--- src/rtl/rxq_pkg.sv ---
package rxq_pkg;
    localparam int OVS = 16;
    localparam int MID = OVS / 2;

    typedef enum logic [2:0] {
        RX_IDLE,
        RX_START,
        RX_DATA,
        RX_STOP,
        RX_HOLD
    } rx_state_t;
endpackage

--- src/rtl/rxq_sampler.sv ---
module rxq_sampler
    import rxq_pkg::*;
#(
    parameter int DIV_W = 16
) (
    input  logic             clk,
    input  logic             rst_n,
    input  logic             line_i,
    input  logic [DIV_W-1:0] div_i,
    output logic             tick_o,
    output logic             push_o,
    output logic [7:0]       data_o,
    output logic             ferr_o
);
    localparam int SW = $clog2(OVS);

    logic [1:0]       sync_q;
    logic             line_s;
    logic [DIV_W-1:0] div_cnt;
    logic [SW-1:0]    smp;
    logic [2:0]       bitn;
    rx_state_t        state, nxt;

    assign line_s = sync_q[1];

    always_ff @(posedge clk or negedge rst_n) begin
        if (!rst_n) begin
            sync_q  <= 2'b11;
            div_cnt <= '0;
            tick_o  <= 1'b0;
        end else begin
            sync_q <= {sync_q[0], line_i};
            if (div_cnt >= div_i) begin
                div_cnt <= '0;
                tick_o  <= 1'b1;
            end else begin
                div_cnt <= div_cnt + 1'b1;
                tick_o  <= 1'b0;
            end
        end
    end

    // state register
    always_ff @(posedge clk or negedge rst_n) begin
        if (!rst_n) state <= RX_IDLE;
        else        state <= nxt;
    end

    // next-state logic
    always_comb begin
        nxt = state;
        unique case (state)
            RX_IDLE:  if (tick_o && !line_s) nxt = RX_START;
            RX_START: if (tick_o && smp == SW'(MID - 1))
                          nxt = line_s ? RX_IDLE : RX_DATA;
            RX_DATA:  if (tick_o && smp == SW'(OVS - 1) && bitn == 3'd7)
                          nxt = RX_STOP;
            RX_STOP:  if (tick_o && smp == SW'(OVS - 1))
                          nxt = line_s ? RX_IDLE : RX_HOLD;
            RX_HOLD:  if (tick_o && line_s) nxt = RX_IDLE;
            default:  nxt = RX_IDLE;
        endcase
    end

    // datapath and outputs
    always_ff @(posedge clk or negedge rst_n) begin
        if (!rst_n) begin
            smp    <= '0;
            bitn   <= '0;
            data_o <= '0;
            push_o <= 1'b0;
            ferr_o <= 1'b0;
        end else begin
            push_o <= 1'b0;
            ferr_o <= 1'b0;
            if (tick_o) begin
                smp <= (nxt != state) ? '0 : smp + 1'b1;
                if (state == RX_START) bitn <= '0;
                if (state == RX_DATA && smp == SW'(OVS - 1)) begin
                    data_o <= {line_s, data_o[7:1]};
                    bitn   <= bitn + 1'b1;
                end
                if (state == RX_STOP && smp == SW'(OVS - 1)) begin
                    push_o <= 1'b1;
                    ferr_o <= !line_s;
                end
            end
        end
    end

    p_push_ends_frame_r1: assert property (@(posedge clk) disable iff (!rst_n)
        push_o |-> (state == RX_IDLE || state == RX_HOLD));

    p_hold_while_low_r3: assert property (@(posedge clk) disable iff (!rst_n)
        (state == RX_HOLD && !line_s) |=> state == RX_HOLD);
endmodule

--- src/rtl/rxq_fifo.sv ---
module rxq_fifo #(
    parameter int DEPTH = 8,
    parameter int W     = 8
) (
    input  logic                       clk,
    input  logic                       rst_n,
    input  logic                       push_i,
    input  logic [W-1:0]               wdata_i,
    input  logic                       pop_i,
    output logic [W-1:0]               rdata_o,
    output logic [$clog2(DEPTH+1)-1:0] level_o,
    output logic                       drop_o
);
    localparam int AW = $clog2(DEPTH);
    localparam int CW = $clog2(DEPTH + 1);

    logic [W-1:0]  mem [DEPTH];
    logic [AW-1:0] wp, rp;
    logic          do_pop, drop;

    assign do_pop  = pop_i && level_o != '0;
    assign drop    = push_i && level_o == CW'(DEPTH) && !do_pop;
    assign drop_o  = drop;
    assign rdata_o = mem[rp];

    always_ff @(posedge clk) begin
        if (push_i) mem[wp] <= wdata_i;
    end

    always_ff @(posedge clk or negedge rst_n) begin
        if (!rst_n) begin
            wp      <= '0;
            rp      <= '0;
            level_o <= '0;
        end else begin
            if (push_i)
                wp <= (wp == AW'(DEPTH - 1)) ? '0 : wp + 1'b1;
            if (do_pop || drop)
                rp <= (rp == AW'(DEPTH - 1)) ? '0 : rp + 1'b1;
            if (push_i && !do_pop && !drop)
                level_o <= level_o + 1'b1;
            else if (do_pop && !push_i)
                level_o <= level_o - 1'b1;
        end
    end

    p_full_push_stays_full_r5: assert property (@(posedge clk) disable iff (!rst_n)
        (level_o == CW'(DEPTH) && push_i && !pop_i) |=> level_o == CW'(DEPTH));

    p_empty_read_ignored_r4: assert property (@(posedge clk) disable iff (!rst_n)
        (level_o == '0 && pop_i && !push_i) |=> level_o == '0);

    p_push_grows_r4: assert property (@(posedge clk) disable iff (!rst_n)
        (level_o != CW'(DEPTH) && push_i && !pop_i) |=> level_o == $past(level_o) + 1'b1);
endmodule

--- src/rtl/rxq_irq.sv ---
module rxq_irq #(
    parameter int CW        = 4,
    parameter int TMO_TICKS = 640
) (
    input  logic          clk,
    input  logic          rst_n,
    input  logic          tick_i,
    input  logic          push_i,
    input  logic          pop_i,
    input  logic [CW-1:0] level_i,
    input  logic [CW-1:0] thresh_i,
    input  logic          en_lvl_i,
    input  logic          en_tmo_i,
    output logic          pend_lvl_o,
    output logic          pend_tmo_o,
    output logic          irq_o
);
    localparam int TW = $clog2(TMO_TICKS + 1);

    logic [TW-1:0] tcnt;
    logic          hit;

    always_ff @(posedge clk or negedge rst_n) begin
        if (!rst_n) begin
            tcnt <= '0;
            hit  <= 1'b0;
        end else if (push_i || pop_i || level_i == '0) begin
            tcnt <= '0;
            hit  <= 1'b0;
        end else if (tick_i && !hit) begin
            if (tcnt == TW'(TMO_TICKS - 1)) hit <= 1'b1;
            else                            tcnt <= tcnt + 1'b1;
        end
    end

    assign pend_lvl_o = level_i != '0 && level_i >= thresh_i;
    assign pend_tmo_o = hit && level_i != '0 && level_i < thresh_i;
    assign irq_o      = (en_lvl_i && pend_lvl_o) || (en_tmo_i && pend_tmo_o);

    p_tmo_after_quiet_r7: assert property (@(posedge clk) disable iff (!rst_n)
        $rose(pend_tmo_o) |-> $past(!push_i && !pop_i));
endmodule

--- src/rtl/serial_rx_queue.sv ---
module serial_rx_queue #(
    parameter int DEPTH    = 8,
    parameter int DIV_W    = 16,
    parameter int TMO_BITS = 40
) (
    input  logic                       clk,
    input  logic                       rst_n,
    input  logic                       rx_line,
    input  logic [DIV_W-1:0]           baud_div,
    input  logic                       rd_stb,
    output logic [7:0]                 rd_data,
    input  logic [$clog2(DEPTH+1)-1:0] thresh,
    input  logic                       en_lvl,
    input  logic                       en_tmo,
    input  logic                       clr_flags,
    output logic [$clog2(DEPTH+1)-1:0] level,
    output logic                       empty,
    output logic                       full,
    output logic                       overrun,
    output logic                       frame_err,
    output logic                       pend_lvl,
    output logic                       pend_tmo,
    output logic                       irq
);
    localparam int CW        = $clog2(DEPTH + 1);
    localparam int TMO_TICKS = TMO_BITS * rxq_pkg::OVS;

    logic       tick, push, ferr, drop;
    logic [7:0] rx_byte;

    rxq_sampler #(.DIV_W(DIV_W)) u_sampler (
        .clk(clk), .rst_n(rst_n), .line_i(rx_line), .div_i(baud_div),
        .tick_o(tick), .push_o(push), .data_o(rx_byte), .ferr_o(ferr)
    );

    rxq_fifo #(.DEPTH(DEPTH), .W(8)) u_fifo (
        .clk(clk), .rst_n(rst_n), .push_i(push), .wdata_i(rx_byte),
        .pop_i(rd_stb), .rdata_o(rd_data), .level_o(level), .drop_o(drop)
    );

    rxq_irq #(.CW(CW), .TMO_TICKS(TMO_TICKS)) u_irq (
        .clk(clk), .rst_n(rst_n), .tick_i(tick), .push_i(push), .pop_i(rd_stb),
        .level_i(level), .thresh_i(thresh), .en_lvl_i(en_lvl), .en_tmo_i(en_tmo),
        .pend_lvl_o(pend_lvl), .pend_tmo_o(pend_tmo), .irq_o(irq)
    );

    always_ff @(posedge clk or negedge rst_n) begin
        if (!rst_n) begin
            overrun   <= 1'b0;
            frame_err <= 1'b0;
        end else begin
            overrun   <= drop || (overrun && !clr_flags);
            frame_err <= (push && ferr) || (frame_err && !clr_flags);
        end
    end

    assign empty = level == '0;
    assign full  = level == CW'(DEPTH);

    p_empty_quiet_r8: assert property (@(posedge clk) disable iff (!rst_n)
        (level == '0) |-> (!pend_lvl && !pend_tmo && !irq));

    p_overrun_sticky_r5: assert property (@(posedge clk) disable iff (!rst_n)
        (overrun && !clr_flags) |=> overrun);
endmodule

--- config.mk ---
export PLATFORM = sky130hd
export DESIGN_NAME = serial_rx_queue
export DESIGN_NICKNAME = d
export VERILOG_FILES = /design/src/rtl/rxq_pkg.sv /design/src/rtl/rxq_sampler.sv /design/src/rtl/rxq_fifo.sv /design/src/rtl/rxq_irq.sv /design/src/rtl/serial_rx_queue.sv
export SDC_FILE = /design/constraint.sdc
export NUM_CORES = 1
export LEC_CHECK = 0
export BUFFER_PORTS_ARGS = -buffer_cell sky130_fd_sc_hd__buf_2
export CAP_MARGIN = 0
export CORE_ASPECT_RATIO = 0.9
export CORE_MARGIN = 4
export CORE_UTILIZATION = 60
export DETAILED_ROUTE_END_ITERATION = 7
export GPL_TIMING_DRIVEN = 0
export PLACE_DENSITY = 0.8
export SKIP_CTS_REPAIR_TIMING = 1
export SLEW_MARGIN = 20
export SYNTH_ARGS = -nofsm -noshare
export SYNTH_HDL_FRONTEND = slang
export SYNTH_SLANG_ARGS = --single-unit
export TNS_END_PERCENT = 1
--- constraint.sdc ---
create_clock -name clk -period 3 [get_ports clk]
set_input_delay 0.45 -clock clk [delete_from_list [all_inputs] [get_ports clk]]
set_output_delay 0.45 -clock clk [all_outputs]
set_load 0.05 [all_outputs]
# After elaboration in Yosys (flattened, before gate mapping)
# Memory sizes are Yosys's and may differ from the RTL's.
# Index checks and enable logic that the tools add are counted.
# op_classes
n_eq_ne	13
n_addsub	8
n_mux	29
n_lt_le_gt_ge	3
n_reduce_logical	45
# op_table
operator	count
$mux 10	3
$mux 3	10
$logic_and 1x1->1	22
$add 16x1->16 const B	1
$ge 16x16->1	1
$mux 16	1
$pmux 3 s5	1
$eq 3x3->1 const B	4
$mux 4	3
$add 10x1->10 const B	1
$eq 10x10->1 const B	1
$mux 1	10
$add 3x1->3 const B	3
$add 4x1->4 const B	2
$eq 4x4->1 const B	2
$reduce_and 2->1	4
$reduce_bool 2->1	4
$eq 3x2->1 const B	2
$logic_not 1->1	6
$logic_or 1x1->1	6
$eq 4x3->1 const B	1
$ge 4x4->1	1
$logic_not 4->1	1
$lt 4x4->1	1
7 further kinds	7
# word_totals
regBits	62
wordCells	115
output_inout_bits	19
mem_bits_rw	64
inputBits	27
n_memories	1
# mem_list
name	words	word_bits	rd	rd_clocked_by_memory_dff	write_ports	line_no	text
u_fifo.mem	8	8	1	0	1	rxq_fifo.sv:17	logic [W-1:0] mem [DEPTH];

# Logic depth before layout (Yosys ltp)
# depth
ltp_word	7
ltp_mapped	10

# Cells and area by module
# Synthesis repeated with hierarchy kept, for this count alone.
# unflattened
hier_cells	469
area_unflattened_um2	6224.7
# modules_own_cells
mod	seq_area_each_um2	n_inst	cells_per_inst	area_per_inst_um2
rxq_fifo	2172.1	1	164	3113.0
rxq_sampler	978.4	1	217	2215.9
rxq_irq	275.3	1	81	798.3
serial_rx_queue	50.0	1	7	97.6

# Least setup slack after synthesis
# No wires, ideal clock.
# synth_timing
path_kind	register to output
start	register u_fifo.level_o[1]
end	output irq
n_path_buf	0
t_arrival_ns	2.390
path_slack_ns	0.160
path_stages_with_launch	7
cell_sequence	dfrtp_1 > ha_1 > nor2b_1 > o21a_1 > o21ai_0 > nand3b_1 > o22ai_1
# synth_via
elab_chain_len	5
elab_cells_between_ends	9
classes_between	order compare: 2; reduce/logical: 7
# synth_lines
element	line_no	text
start: declaration	rxq_fifo.sv:11	output logic [$clog2(DEPTH+1)-1:0] level_o,
start signal: assignment	rxq_fifo.sv:41	level_o <= level_o + 1'b1;
start signal: assignment	rxq_fifo.sv:43	level_o <= level_o - 1'b1;
parallel branches: the longest is 4 deep, another holds $ge 4x4->1	--	
$logic_or 1x1->1 *	rxq_irq.sv:38	assign irq_o = (en_lvl_i && pend_lvl_o) || (en_tmo_i && pend_tmo_o);
end: declaration	serial_rx_queue.sv:23	output logic irq
# Every way passes the cells marked *.

# Worst setup path in the final report
# layout_timing
start	register u_fifo.rp[0]
end	output rd_data[3]
# layout_via
elab_chain_len	1
# layout_lines
element	line_no	text
start: declaration	rxq_fifo.sv:18	logic [AW-1:0] wp, rp;
start signal: assignment	rxq_fifo.sv:39	rp <= (rp == AW'(DEPTH - 1)) ? '0 : rp + 1'b1;
$mem_v2 8x8	--	
end: declaration	serial_rx_queue.sv:11	output logic [7:0] rd_data,
# No other way between the ends.

==> results.cfg <==
[setup_path]
cp_cell_sequence = buf_4 -> buf_6 -> mux4_2 -> mux2_2 -> buf_2
crit_required_ns = 2.55
max_stage_delay_ns = 0.55
worstSetupPathType = register to output pin
crit_arrival_ns = 2.42
cp-start-kind = register
cp_slowest_cell = mux4_2
crit_fanout = 10
r2r_cells = 10
cp-end-kind = output pin

[cells_and_area]
diodes = 0
syn_to_final_growth_pct = 16.71
final_cell_mix = edfxtp_1 (64), dfrtp_1 (60), nor2_1 (46)
drive_above_1_share_pct = 24.49
layout.nets = 581
layout_commonest_cell = edfxtp_1
stdcell_count = 661
nFillCells = 633

[timing]
hold_viol = 0
fin_worst_skew_ns = 0.009784
worst_pin_slew_ns = 0.9775
setup_ws_ns = 0.1257
fin_crit_sh_pct = 95.81
whs_ns = 0.01354
fmax_mhz = 347.9
setup_viol = 0
slew-limit-headroom_pct = 34.59
period_needed_ns = 2.874
setup_tns_ns = 0
drv_slew = 0

[global_routing]
overflow = 0
grt_max_degree = 63
antenna_found_initial = 0
grt_usage_pct = 23.47
grt_pass1_wl_um = 20530
grt_pass1_vias = 4006

[logic_synthesis]
yosysTopAreaCellShare_pct = 32.17
synth-seq-area-share_pct = 58.18
synth_top_cell_by_area = edfxtp_1
ys_seq_elements = 126
synth_warnings = 0
synth_edf_count = 64
avgSynthCellArea_um2 = 13.02
synthTopCellsByArea = edfxtp_1 (32%), dfrtp_1 (25%), ha_1 (6.5%)
syn_nets = 518
syn_inst = 459
ys.flop_type = edfxtp_1
ys_async_sr_fraction_pct = 49.21
ys_types = 56
synth_area_um2 = 5974

[clock_tree]
clockRootBuffer = clkbuf_8
tritoncts = built
path_clk_slew_ns = 0.06
h-tree-depth = 4
clock_sinks = 126
insertion_delay_ns = 0.52
numCtsBuffers = 17
cts.path.max_buffers = 2

[placed_design]
placed_cells = 629
gp_congestion = 0.7838
dp_hpwl_um = 7924
port_buffers = 44
dp_slack_ns = 0.2580

[drt]
ant_nets = 0
drt-initial-drc-count = 307
wl_per_cell_um = 19.50
drc = 0
drt_first_pass_iters = 5
wirelength_um = 12890
dr_total_vias = 3936
via_per_inst = 5.955

[pwr]
power_leakage_nw = 2.838
power_frac_comb_pct = 28.3
p_seq_share_pct = 37.4
peakVddDrop_uv = 699.4
power.density_nw_per_um2 = 844.2
netSwitchingFraction_pct = 34.17
p_sw_mw = 2.012
power.internal_mw = 3.875
pwr-share-clk_pct = 34.3

[floorplan]
die_x_um = 113.2
fp.dieH_um = 102.7
rows = 34
dieArea_um2 = 11620
start_util_pct = 61.60
core_um2 = 9699
ios = 46

[job]
maxCapViolCount = 0

[worst_hold_path]
hp-class = input port to async pin

[status]
status = complete, no violations
logic make-up (layout without fill, tap and decap cells):
kind of cell	Yosys count	in the layout	share of synthesized area (%)
compound gates	58	58	6.786
fa+ha+maj	32	32	6.827
simple gates	135	135	10.95
mux	40	40	10.53
xor+xnor	23	23	3.372
flops	126	126	58.18
buf+inv	45	121	3.351
flip-flops by register name, summed over array words and instances, names as in the netlist, 2 cells and up:
name               flops
u_sampler.smp          4
u_fifo.rp              3
u_sampler.data_o       8
u_irq.tcnt            10
u_sampler.div_cnt     16
u_sampler.sync_q       2
u_sampler.state        3
u_sampler.bitn         3
u_fifo.wp              3
u_fifo.mem            64
u_fifo.level_o         4
worst max-delay path, delay by kind of cell (launching register included):
family | cells | cell delay, ns
buf+inv | 3 | 0.68
flops | 1 | 0.37
mux | 2 | 0.86
power groups by stage:
stage	Sequential, mW	Clock (mW)	Combinational [mW]
CTS	2.19	2.03	1.66
finish	2.20	2.02	1.67
global route	2.23	2.12	1.84
detailed placement	2.23	0	1.63
global placement	2.21	0	1.56
floorplan	2.26	0	1.18
path summary, 6_finish.rpt:
path	start	end	slack, ns
max	u_fifo.rp[0]$_DFFE_PN0P_	rd_data[3]	0.13
min	rst_n	u_sampler.data_o[4]$_DFFE_PN0P_	0.01
max reg2reg	u_fifo.level_o[0]$_DFFE_PN0P_	u_fifo.level_o[3]$_DFFE_PN0P_	0.33
min reg2reg	u_sampler.sync_q[0]$_DFF_PN1_	u_sampler.sync_q[1]$_DFF_PN1_	0.36
max in group asynchronous	rst_n	u_irq.tcnt[7]$_DFFE_PN0P_	2.46
min in group clk	rx_line	u_sampler.sync_q[0]$_DFF_PN1_	0.04
per-layer routing:
metal | GRT usage, % | up-vias | routed length (um)
li1 | - | 1823 | -
met1 | 29.16 | 1958 | 5375
met2 | 40.53 | 128 | 6696
met3 | 5.692 | 27 | 580
met4 | 8.780 | 0 | 236
met5 | 0 | - | 0
cell type report:
class,count,area (um^2),area share [%]
timing repair buffer,44,225.2,3.230
tap,126,157.7,2.261
inverter,29,108.9,1.561
buffer,16,102.6,1.471
clock buffer,17,414.1,5.939
sequential,126,3476,49.85
multi-input combinational,288,2318,33.25
clock inverter,15,170.2,2.440
synthesized netlist by cell type, drive strengths merged (3+ instances only):
cell	instances
nand2	31
mux4	16
a41oi	3
clkbuf	8
inv	29
edfxtp	64
nand3	13
nor3	13
or3	6
mux2	23
a21o	5
and4	3
or4	3
ha	31
nand2b	4
nand4	4
nand3b	3
xor2	9
dfrtp	60
a21oi	10
buf	8
xnor2	14
nor2	47
o21ai	16
stage by stage:
stage          power [mW]  util (%)  instance area, um^2
3_5_place_dp        3.852     65.62                 6365
5_1_grt             6.189     71.89                 6973
6_report            5.887     71.89                 6973
3_3_place_gp        3.773     65.49                 6352
2_1_floorplan       3.436         -                 5974
4_1_cts             5.877     71.65                 6949
No activity file was read; power rests on OpenSTA's default activity.
